$ cat src/rtl/muart_pkg.sv
`timescale 1ns/1ps
package muart_pkg;
  localparam logic [7:0] OFS_IRQSUM = 8'h00;
  localparam logic [7:0] OFS_ENAB   = 8'h04;
  localparam logic [7:0] OFS_DATA   = 8'h40;
  localparam logic [7:0] OFS_IEN    = 8'h44;
  localparam logic [7:0] OFS_IID    = 8'h48;
  localparam logic [7:0] OFS_LCTL   = 8'h4C;
  localparam logic [7:0] OFS_MCTL   = 8'h50;
  localparam logic [7:0] OFS_LSTAT  = 8'h54;
  localparam logic [7:0] OFS_MSTAT  = 8'h58;
  localparam logic [7:0] OFS_SCR    = 8'h5C;
  localparam logic [7:0] OFS_XCTL   = 8'h60;
  localparam logic [7:0] OFS_XSTAT  = 8'h64;
  localparam logic [7:0] OFS_BAUD   = 8'h68;

  // slot index base+off folded into [0, depth)
  function automatic int wrap_add(input int base, input int off, input int depth);
    int s;
    s = base + off;
    if (s >= depth) s = s - depth;
    return s;
  endfunction

  function automatic logic [31:0] iid_word(input logic nonempty, input logic pending);
    logic [31:0] w;
    w = 32'hC0 | (nonempty ? 32'h4 : 32'h2);
    if (!pending) w = w | 32'h1;
    return w;
  endfunction

  function automatic logic [31:0] lstat_word(input logic nonempty);
    return 32'h60 | {31'd0, nonempty};
  endfunction

  function automatic logic [31:0] xstat_word(input logic [15:0] fill);
    logic [31:0] w;
    w = 32'h30E;
    if (fill != 16'd0) w = w | 32'h1 | {fill, 16'd0};
    return w;
  endfunction
endpackage

$ cat src/rtl/muart_rx_fifo.sv
`timescale 1ns/1ps
module muart_rx_fifo import muart_pkg::*; #(
  parameter int DEPTH = 8,
  parameter int DW    = 8,
  localparam int CW   = $clog2(DEPTH + 1),
  localparam int PW   = (DEPTH > 1) ? $clog2(DEPTH) : 1
) (
  input  logic          clk,
  input  logic          rst,
  input  logic          push,
  input  logic [DW-1:0] wdata,
  input  logic          pop,
  input  logic          flush,
  output logic [DW-1:0] head_data,
  output logic [CW-1:0] count,
  output logic [PW-1:0] head,
  output logic          full,
  output logic          empty
);
  logic [DW-1:0] mem [DEPTH];
  logic [PW-1:0] tail_slot;
  logic [PW-1:0] head_nxt;
  logic          pop_eff;

  assign empty     = (count == '0);
  assign full      = (count == CW'(DEPTH));
  assign pop_eff   = pop && !empty;
  assign tail_slot = PW'(wrap_add(int'(head), int'(count), DEPTH));
  assign head_nxt  = PW'(wrap_add(int'(head), 1, DEPTH));
  assign head_data = mem[head];

  always_ff @(posedge clk) begin
    if (push) mem[tail_slot] <= wdata;
  end

  always_ff @(posedge clk) begin
    if (rst) begin
      count <= '0;
      head  <= '0;
    end else begin
      if (pop_eff) head <= head_nxt;
      if (flush) count <= '0;
      else count <= count + CW'(push) - CW'(pop_eff);
    end
  end
endmodule

$ cat src/rtl/muart_irq.sv
`timescale 1ns/1ps
module muart_irq (
  input  logic       clk,
  input  logic       rst,
  input  logic       ien_wr,
  input  logic [1:0] ien_bits,
  input  logic       nonempty,
  output logic [1:0] ier,
  output logic       rx_pend,
  output logic       tx_pend,
  output logic       irq
);
  always_ff @(posedge clk) begin
    if (rst) ier <= 2'b00;
    else if (ien_wr) ier <= ien_bits;
  end

  assign rx_pend = ier[0] && nonempty;
  assign tx_pend = ier[1];
  assign irq     = rx_pend || tx_pend;
endmodule

$ cat src/rtl/muart_rdmux.sv
`timescale 1ns/1ps
module muart_rdmux import muart_pkg::*; #(
  parameter int ADDR_W = 8,
  parameter int DW     = 8
) (
  input  logic [ADDR_W-1:0] addr,
  input  logic [DW-1:0]     head_data,
  input  logic [15:0]       fill,
  input  logic [1:0]        ier,
  input  logic              pending,
  output logic [31:0]       rdata
);
  logic nonempty;
  assign nonempty = (fill != 16'd0);

  always_comb begin
    rdata = 32'd0;
    if (addr == ADDR_W'(OFS_IRQSUM))     rdata = {31'd0, pending};
    else if (addr == ADDR_W'(OFS_ENAB))  rdata = 32'd1;
    else if (addr == ADDR_W'(OFS_DATA))  rdata = 32'(head_data);
    else if (addr == ADDR_W'(OFS_IEN))   rdata = 32'hC0 | {30'd0, ier};
    else if (addr == ADDR_W'(OFS_IID))   rdata = iid_word(nonempty, pending);
    else if (addr == ADDR_W'(OFS_LSTAT)) rdata = lstat_word(nonempty);
    else if (addr == ADDR_W'(OFS_XCTL))  rdata = 32'h3;
    else if (addr == ADDR_W'(OFS_XSTAT)) rdata = xstat_word(fill);
  end
endmodule

$ cat src/rtl/muart_regs.sv
`timescale 1ns/1ps
module muart_regs import muart_pkg::*; #(
  parameter int DEPTH  = 8,
  parameter int ADDR_W = 8,
  parameter int DW     = 8
) (
  input  logic              clk,
  input  logic              rst,
  input  logic              bus_sel,
  input  logic              bus_wr,
  input  logic [ADDR_W-1:0] bus_addr,
  input  logic [31:0]       bus_wdata,
  output logic [31:0]       bus_rdata,
  input  logic [DW-1:0]     rx_data,
  input  logic              rx_valid,
  output logic              rx_ready,
  output logic [DW-1:0]     tx_data,
  output logic              tx_strobe,
  output logic              irq
);
  localparam int CW = $clog2(DEPTH + 1);
  localparam int PW = (DEPTH > 1) ? $clog2(DEPTH) : 1;

  // named events, also watched by the checker
  logic          rd_evt, wr_evt;
  logic          pop_req, pop_evt, push_evt, flush_evt, ien_wr;
  logic [CW-1:0] fifo_count;
  logic [PW-1:0] fifo_head;
  logic [DW-1:0] head_data;
  logic          fifo_full, fifo_empty;
  logic [1:0]    ier_q;
  logic          rx_pend, tx_pend;
  logic [31:0]   mux_rdata;

  assign rd_evt    = bus_sel && !bus_wr;
  assign wr_evt    = bus_sel && bus_wr;
  assign pop_req   = rd_evt && (bus_addr == ADDR_W'(OFS_DATA));
  assign flush_evt = wr_evt && (bus_addr == ADDR_W'(OFS_IID)) && bus_wdata[1];
  assign ien_wr    = wr_evt && (bus_addr == ADDR_W'(OFS_IEN));
  assign rx_ready  = !fifo_full && !flush_evt;
  assign push_evt  = rx_valid && rx_ready;
  assign pop_evt   = pop_req && !fifo_empty;

  assign tx_strobe = wr_evt && (bus_addr == ADDR_W'(OFS_DATA));
  assign tx_data   = bus_wdata[DW-1:0];

  muart_rx_fifo #(.DEPTH(DEPTH), .DW(DW)) u_fifo (
    .clk(clk), .rst(rst),
    .push(push_evt), .wdata(rx_data),
    .pop(pop_req), .flush(flush_evt),
    .head_data(head_data), .count(fifo_count), .head(fifo_head),
    .full(fifo_full), .empty(fifo_empty)
  );

  muart_irq u_irq (
    .clk(clk), .rst(rst),
    .ien_wr(ien_wr), .ien_bits(bus_wdata[1:0]),
    .nonempty(!fifo_empty),
    .ier(ier_q), .rx_pend(rx_pend), .tx_pend(tx_pend), .irq(irq)
  );

  muart_rdmux #(.ADDR_W(ADDR_W), .DW(DW)) u_rdmux (
    .addr(bus_addr), .head_data(head_data),
    .fill(16'(fifo_count)), .ier(ier_q),
    .pending(irq), .rdata(mux_rdata)
  );

  assign bus_rdata = rd_evt ? mux_rdata : 32'd0;
endmodule

$ cat config.mk
export PLATFORM = sky130hd
export DESIGN_NAME = muart_regs
export DESIGN_NICKNAME = d
export VERILOG_FILES = /design/src/rtl/muart_pkg.sv /design/src/rtl/muart_rx_fifo.sv /design/src/rtl/muart_irq.sv /design/src/rtl/muart_rdmux.sv /design/src/rtl/muart_regs.sv
export SDC_FILE = /design/constraint.sdc
export NUM_CORES = 1
export LEC_CHECK = 0
export ABC_CLOCK_PERIOD_IN_PS = 2800
export BUFFER_PORTS_ARGS = -buffer_cell sky130_fd_sc_hd__buf_4
export CAP_MARGIN = 5
export CORE_ASPECT_RATIO = 1.25
export CORE_MARGIN = 2
export CORE_UTILIZATION = 54
export CTS_CLUSTER_SIZE = 8
export DETAILED_ROUTE_END_ITERATION = 8
export GPL_TIMING_DRIVEN = 1
export PLACE_DENSITY_LB_ADDON = 0.2
export SYNTH_ARGS = -nofsm -noshare
export SYNTH_HDL_FRONTEND = slang
export SYNTH_HIERARCHICAL = 1
export SYNTH_SLANG_ARGS = --single-unit
$ cat constraint.sdc
create_clock -name clk -period 2.8 [get_ports clk]
set_input_delay 0 -clock clk [delete_from_list [all_inputs] [get_ports clk]]
set_output_delay 0 -clock clk [all_outputs]
set_load 0.02 [all_outputs]
# Word-level counts from Yosys, hierarchy flattened
# Memory sizes are Yosys's and may differ from the RTL's. A register that Yosys moved wholly into a read port is not among the register bits.
# Cells that the tools add are included.
[totals]
ff_bits = 9
ram_bits = 64
input_bits = 53
wordCells = 58
mem_count = 1
[classes]
add_sub_neg = 6
order_cmp = 2
n_eq_ne = 8
n_mux = 18
n_reduce_logical = 20
[memory_table]
columns = ["name", "depth", "width", "rd", "rd_ports_with_merged_regs", "write_ports", "line", "source"]
rows = [
  ["u_fifo.mem", 8, 8, 1, 1, 1, "muart_rx_fifo.sv:20", "logic [DW-1:0] mem [DEPTH];"],
]
[ops]
columns = ["op", "n"]
rows = [
  ["$mux W32", 9],
  ["$eq A8 B7 Y1 const B", 6],
  ["$mux W20", 1],
  ["$reduce_bool A16 Y1", 1],
  ["$mux W3", 5],
  ["$logic_and A1 B1 Y1", 11],
  ["$eq A8 B3 Y1 const B", 1],
  ["$logic_not A8 Y1", 1],
  ["$sub A3 B1 Y3 const B", 2],
  ["$add A3 B4 Y5", 1],
  ["$ge A5 B4 Y1 const B", 1],
  ["$add A3 B1 Y4 const B", 1],
  ["$add A4 B1 Y4", 1],
  ["$eq A4 B4 Y1 const B", 1],
  ["$ge A4 B4 Y1 const B", 1],
  ["$logic_not A1 Y1", 4],
  ["$logic_not A4 Y1", 1],
  ["$sub A4 B1 Y4", 1],
  ["$mux W1", 3],
  ["$reduce_or A2 Y1", 1],
  ["$logic_or A1 B1 Y1", 1],
]

# Logic depth before layout (Yosys ltp)
[depth]
word_depth = 11
depth_mapped = 11
depth_no_buf = 11

# Cells and area by module
# The synthesis kept the hierarchy.
[modules_own_cells]
columns = ["mod", "n_inst", "cells_each", "area_per_inst_um2", "seq_area_each_um2"]
rows = [
  ["muart_rx_fifo", 1, 163, 3111.7, 2122.0],
  ["muart_rdmux", 1, 84, 586.8, 0.0],
  ["muart_regs", 1, 58, 374.1, 0.0],
  ["muart_irq", 1, 9, 90.1, 40.0],
]

# Least setup slack after synthesis
# OpenSTA, ideal clock, no wires.
[synth_timing]
path_type = "input -> register"
start = "in bus_addr[1]"
end = "reg u_fifo.count[3]"
setup_time_ns = 0.058
arrival_ns = 2.382
slack_ns = 0.359
stages = 10
path_cell_list = "or4_4 > or3_4 > nor3b_2 > nor2b_1 > clkbuf_1 > nand2b_1 > ha_1 > nand3_1 > a2111oi_0 > a31o_2"
[synth_via]
word_cells_on_any_way = 12
classes_between = "add/sub (2); eq/ne (2); reduce/logical (8)"
[synth_lines]
columns = ["element", "line", "source"]
rows = [
  ["from (decl)", "muart_regs.sv:11", "input logic [ADDR_W-1:0] bus_addr,"],
  ["$eq A8 B7 Y1", "muart_regs.sv:37", "assign pop_req = rd_evt && (bus_addr == ADDR_W'(OFS_DATA));"],
  ["$logic_and A1 B1 Y1", "muart_regs.sv:37", ""],
  ["named net pop_req", "muart_regs.sv:26", "logic pop_req, pop_evt, push_evt, flush_evt, ien_wr;"],
  ["$logic_and A1 B1 Y1", "muart_rx_fifo.sv:27", "assign pop_eff = pop && !empty;"],
  ["$sub A4 B1 Y4", "muart_rx_fifo.sv:43", "else count <= count + CW'(push) - CW'(pop_eff);"],
  ["to (signal assigned)", "muart_rx_fifo.sv:43", ""],
  ["to (decl)", "muart_rx_fifo.sv:15", "output logic [CW-1:0] count,"],
]
# The timed path passes the listed nets, and every way through them passes these cells.
# A chain may end at the register's enable or synchronous reset.

==> impl_metrics.tcl <==
set metrics [dict create \
    relSlewSlack_pct 61.4 \
    syn_area_sq_mm 0.00416 \
    irDropWorstVdd_mv 0.618 \
    synthCells 314 \
    grt-busiest-layer "met2" \
    pin_count 96 \
    drt_pass1_iterations 4 \
    grt_max_degree 33 \
    rsz0062_at_grt "false" \
    synth-main-ff-cell "edfxtp_1" \
    ys_ff_latch 76 \
    yosysWarnings 6 \
    first_iter_violations 88 \
    fp.dieW_um 82.5 \
    hold_viol_final 0 \
    setup_violations 0 \
    wirelength_mm 7.67 \
    gr-total-overflow 0 \
    die_area_sq_mm 0.00843 \
    root_buffer "clkbuf_8" \
    min_period_ns 2.51 \
    gp_congestion 0.836 \
    diodes 0 \
    die_h_um 102 \
    synth_cell_type_count 61 \
    use_met2_pct 34.8 \
    cellLeakagePower_nw 1.85 \
    grt_pass1_wl_mm 12.2 \
    io_buffers 41 \
    yosysTopAreaCell "edfxtp_1" \
    fin_skew_ns 0.0110 \
    met1_usage_pct 23.7 \
    synth.area.top_cells "edfxtp_1, mux4_1, and2_1" \
    fmax_mhz 399 \
    power_density_mw_per_mm2 548 \
    cts_tree "built" \
    synth.cells.most_frequent "edfxtp_1, and2_1, nor2_1" \
    path_class "register to output port" \
    fin_nets 452 \
    fp-row-count 35 \
    cp.arrival_ns 2.51 \
    synth_top_area_share_pct 46.2 \
    grt_usage_pct 20.0 \
    cts.sink_count 76 \
    setup_ws_ns 0.293 \
    cp_max_fo 9 \
    end_kind "output port" \
    status "complete, no violations" \
    use_met3_pct 5.39 \
    via_per_inst 5.33 \
    initial_core_util_pct 55.9 \
    synth_edf_count 64 \
    finalSetupTns_ns 0 \
    hold_path_class "primary input to output port" \
    clkTransAtPathRegs_ns 0.08 \
    place_ws_ns 0.154 \
    hpwl_mm 5.31 \
    cts_made_buffers 9 \
    synthArstFlopShare_pct 0 \
    cts_buffer_depth 2 \
    maxCapViolCount 0 \
    worstPathRequired_ns 2.80 \
    drcViolationCount 0 \
    num_vias 2595 \
    antenna_found_initial 0 \
    post_drt_wl_per_cell_um 15.8 \
    cp-start-kind "register" \
    drive_gt1_share_pct 24.8 \
    h-tree-depth 3 \
    seq_area_frac_synth_pct 51.9 \
    drv_slew 0 \
    worstMarginPinSlew_ns 0.577 \
    avgSynthCellArea_sq_um 13.3 \
    period_share_pct 89.5 \
    syn2layout_area_growth_pct 18.1 \
    fp.coreArea_sq_mm 0.00744 \
    grt_pass1_vias 2526 \
    ant_nets 0 \
    synth_most_common_cell "edfxtp_1" \
    clkLatencyLatePin_ns 0.34 \
]
-- critical path: stages, from the launching register on --
cell and delay [ns]:
dfxtp_2 0.48, buf_4 0.23, mux4_1 0.57, mux2_2 0.28
nor3b_1 0.14, a21oi_1 0.12, nor4b_1 0.06, and2_1 0.14
buf_4 0.15
-- through the flow --
stage / instances / hold WS (ns) / area [sq um] / total power [W] / util, %
5_1_grt: 487 / 0.0000608 / 4920 / 0.00282 / 66.0
2_1_floorplan: 342 / 0.0724 / 4270 / 0.00169 / -
3_3_place_gp: 459 / 0.000236 / 4580 / 0.00181 / 61.5
4_1_cts: 487 / 0.000236 / 4910 / 0.00272 / 66.0
3_5_place_dp: 459 / 0.000236 / 4580 / 0.00183 / 61.5
6_report: 487 / 0.00000776 / 4920 / 0.00269 / 66.0
-- state kept, by name, indices dropped and copies added, names as in the netlist, named ones only --
signal and cells:
u_fifo/mem 64, u_fifo/count 4, u_fifo/head 3, u_irq/ier 2
-- power by group --
group / switching (W) / internal, W
combinational: 0.000248 / 0.000210
sequential: 0.0000400 / 0.00132
clock: 0.000378 / 0.000497
-- cell type report --
class	count	area, sq um
timing repair buffer	69	548
multi-input combinational	227	1850
fill	557	2530
clock inverter	7	91.3
tap	92	115
sequential	76	2160
clock buffer	9	124
inverter	7	26.3
-- metal layers --
layer  vias to the layer above  share of wire, %
met1                      1226                41
met5                         -                 0
met2                        87                51
met4                         0               1.2
li1                       1274                 -
met3                         8               6.0
-- cell usage in the layout, fill, tap and decap left out, types with 9 or more instances in the layout --
cell type      instances
edfxtp_1              64
buf_4                 57
and2_1                48
conb_1                30
nor2_1                21
mux4_1                15
dlygate4sd3_1         12
dfxtp_1               11
mux2_2                10
nand2_1                9
clkbuf_8               9
-- path summary, 6_finish.rpt --
check	cells after the start	from	slack [ns]	to
min reg2reg	2	u_irq/ier[1]	0.53	u_irq/ier[1]
max reg2reg	8	u_fifo/count[2]	0.42	u_fifo/mem[4][5]
max	8	register	0.29	bus_rdata[5]
min	0	bus_wdata[2]	0.000008	tx_data[2]
-- what timing repair did --
item / CTS / global route
hold buffers: 12 / 0
setup buffers: 0 / 0
endpoints found under the setup margin: 0 / 1
resized for setup: 0 / 1
hold endpoints to repair: 71 / 0
-- cells by family (layout without fill, tap and decap cells) --
kind of cell	Yosys count	count (layout)	share of synthesized area [%]
simple gates	131	131	20.1
flops	76	76	51.9
buf+inv	39	92	6.19
mux	31	31	13.9
compound gates	20	20	3.34
fa+ha+maj	9	9	3.07
xor+xnor	6	6	1.26
other cells	2	30	0.180
Power figures use the tool's default switching activity.
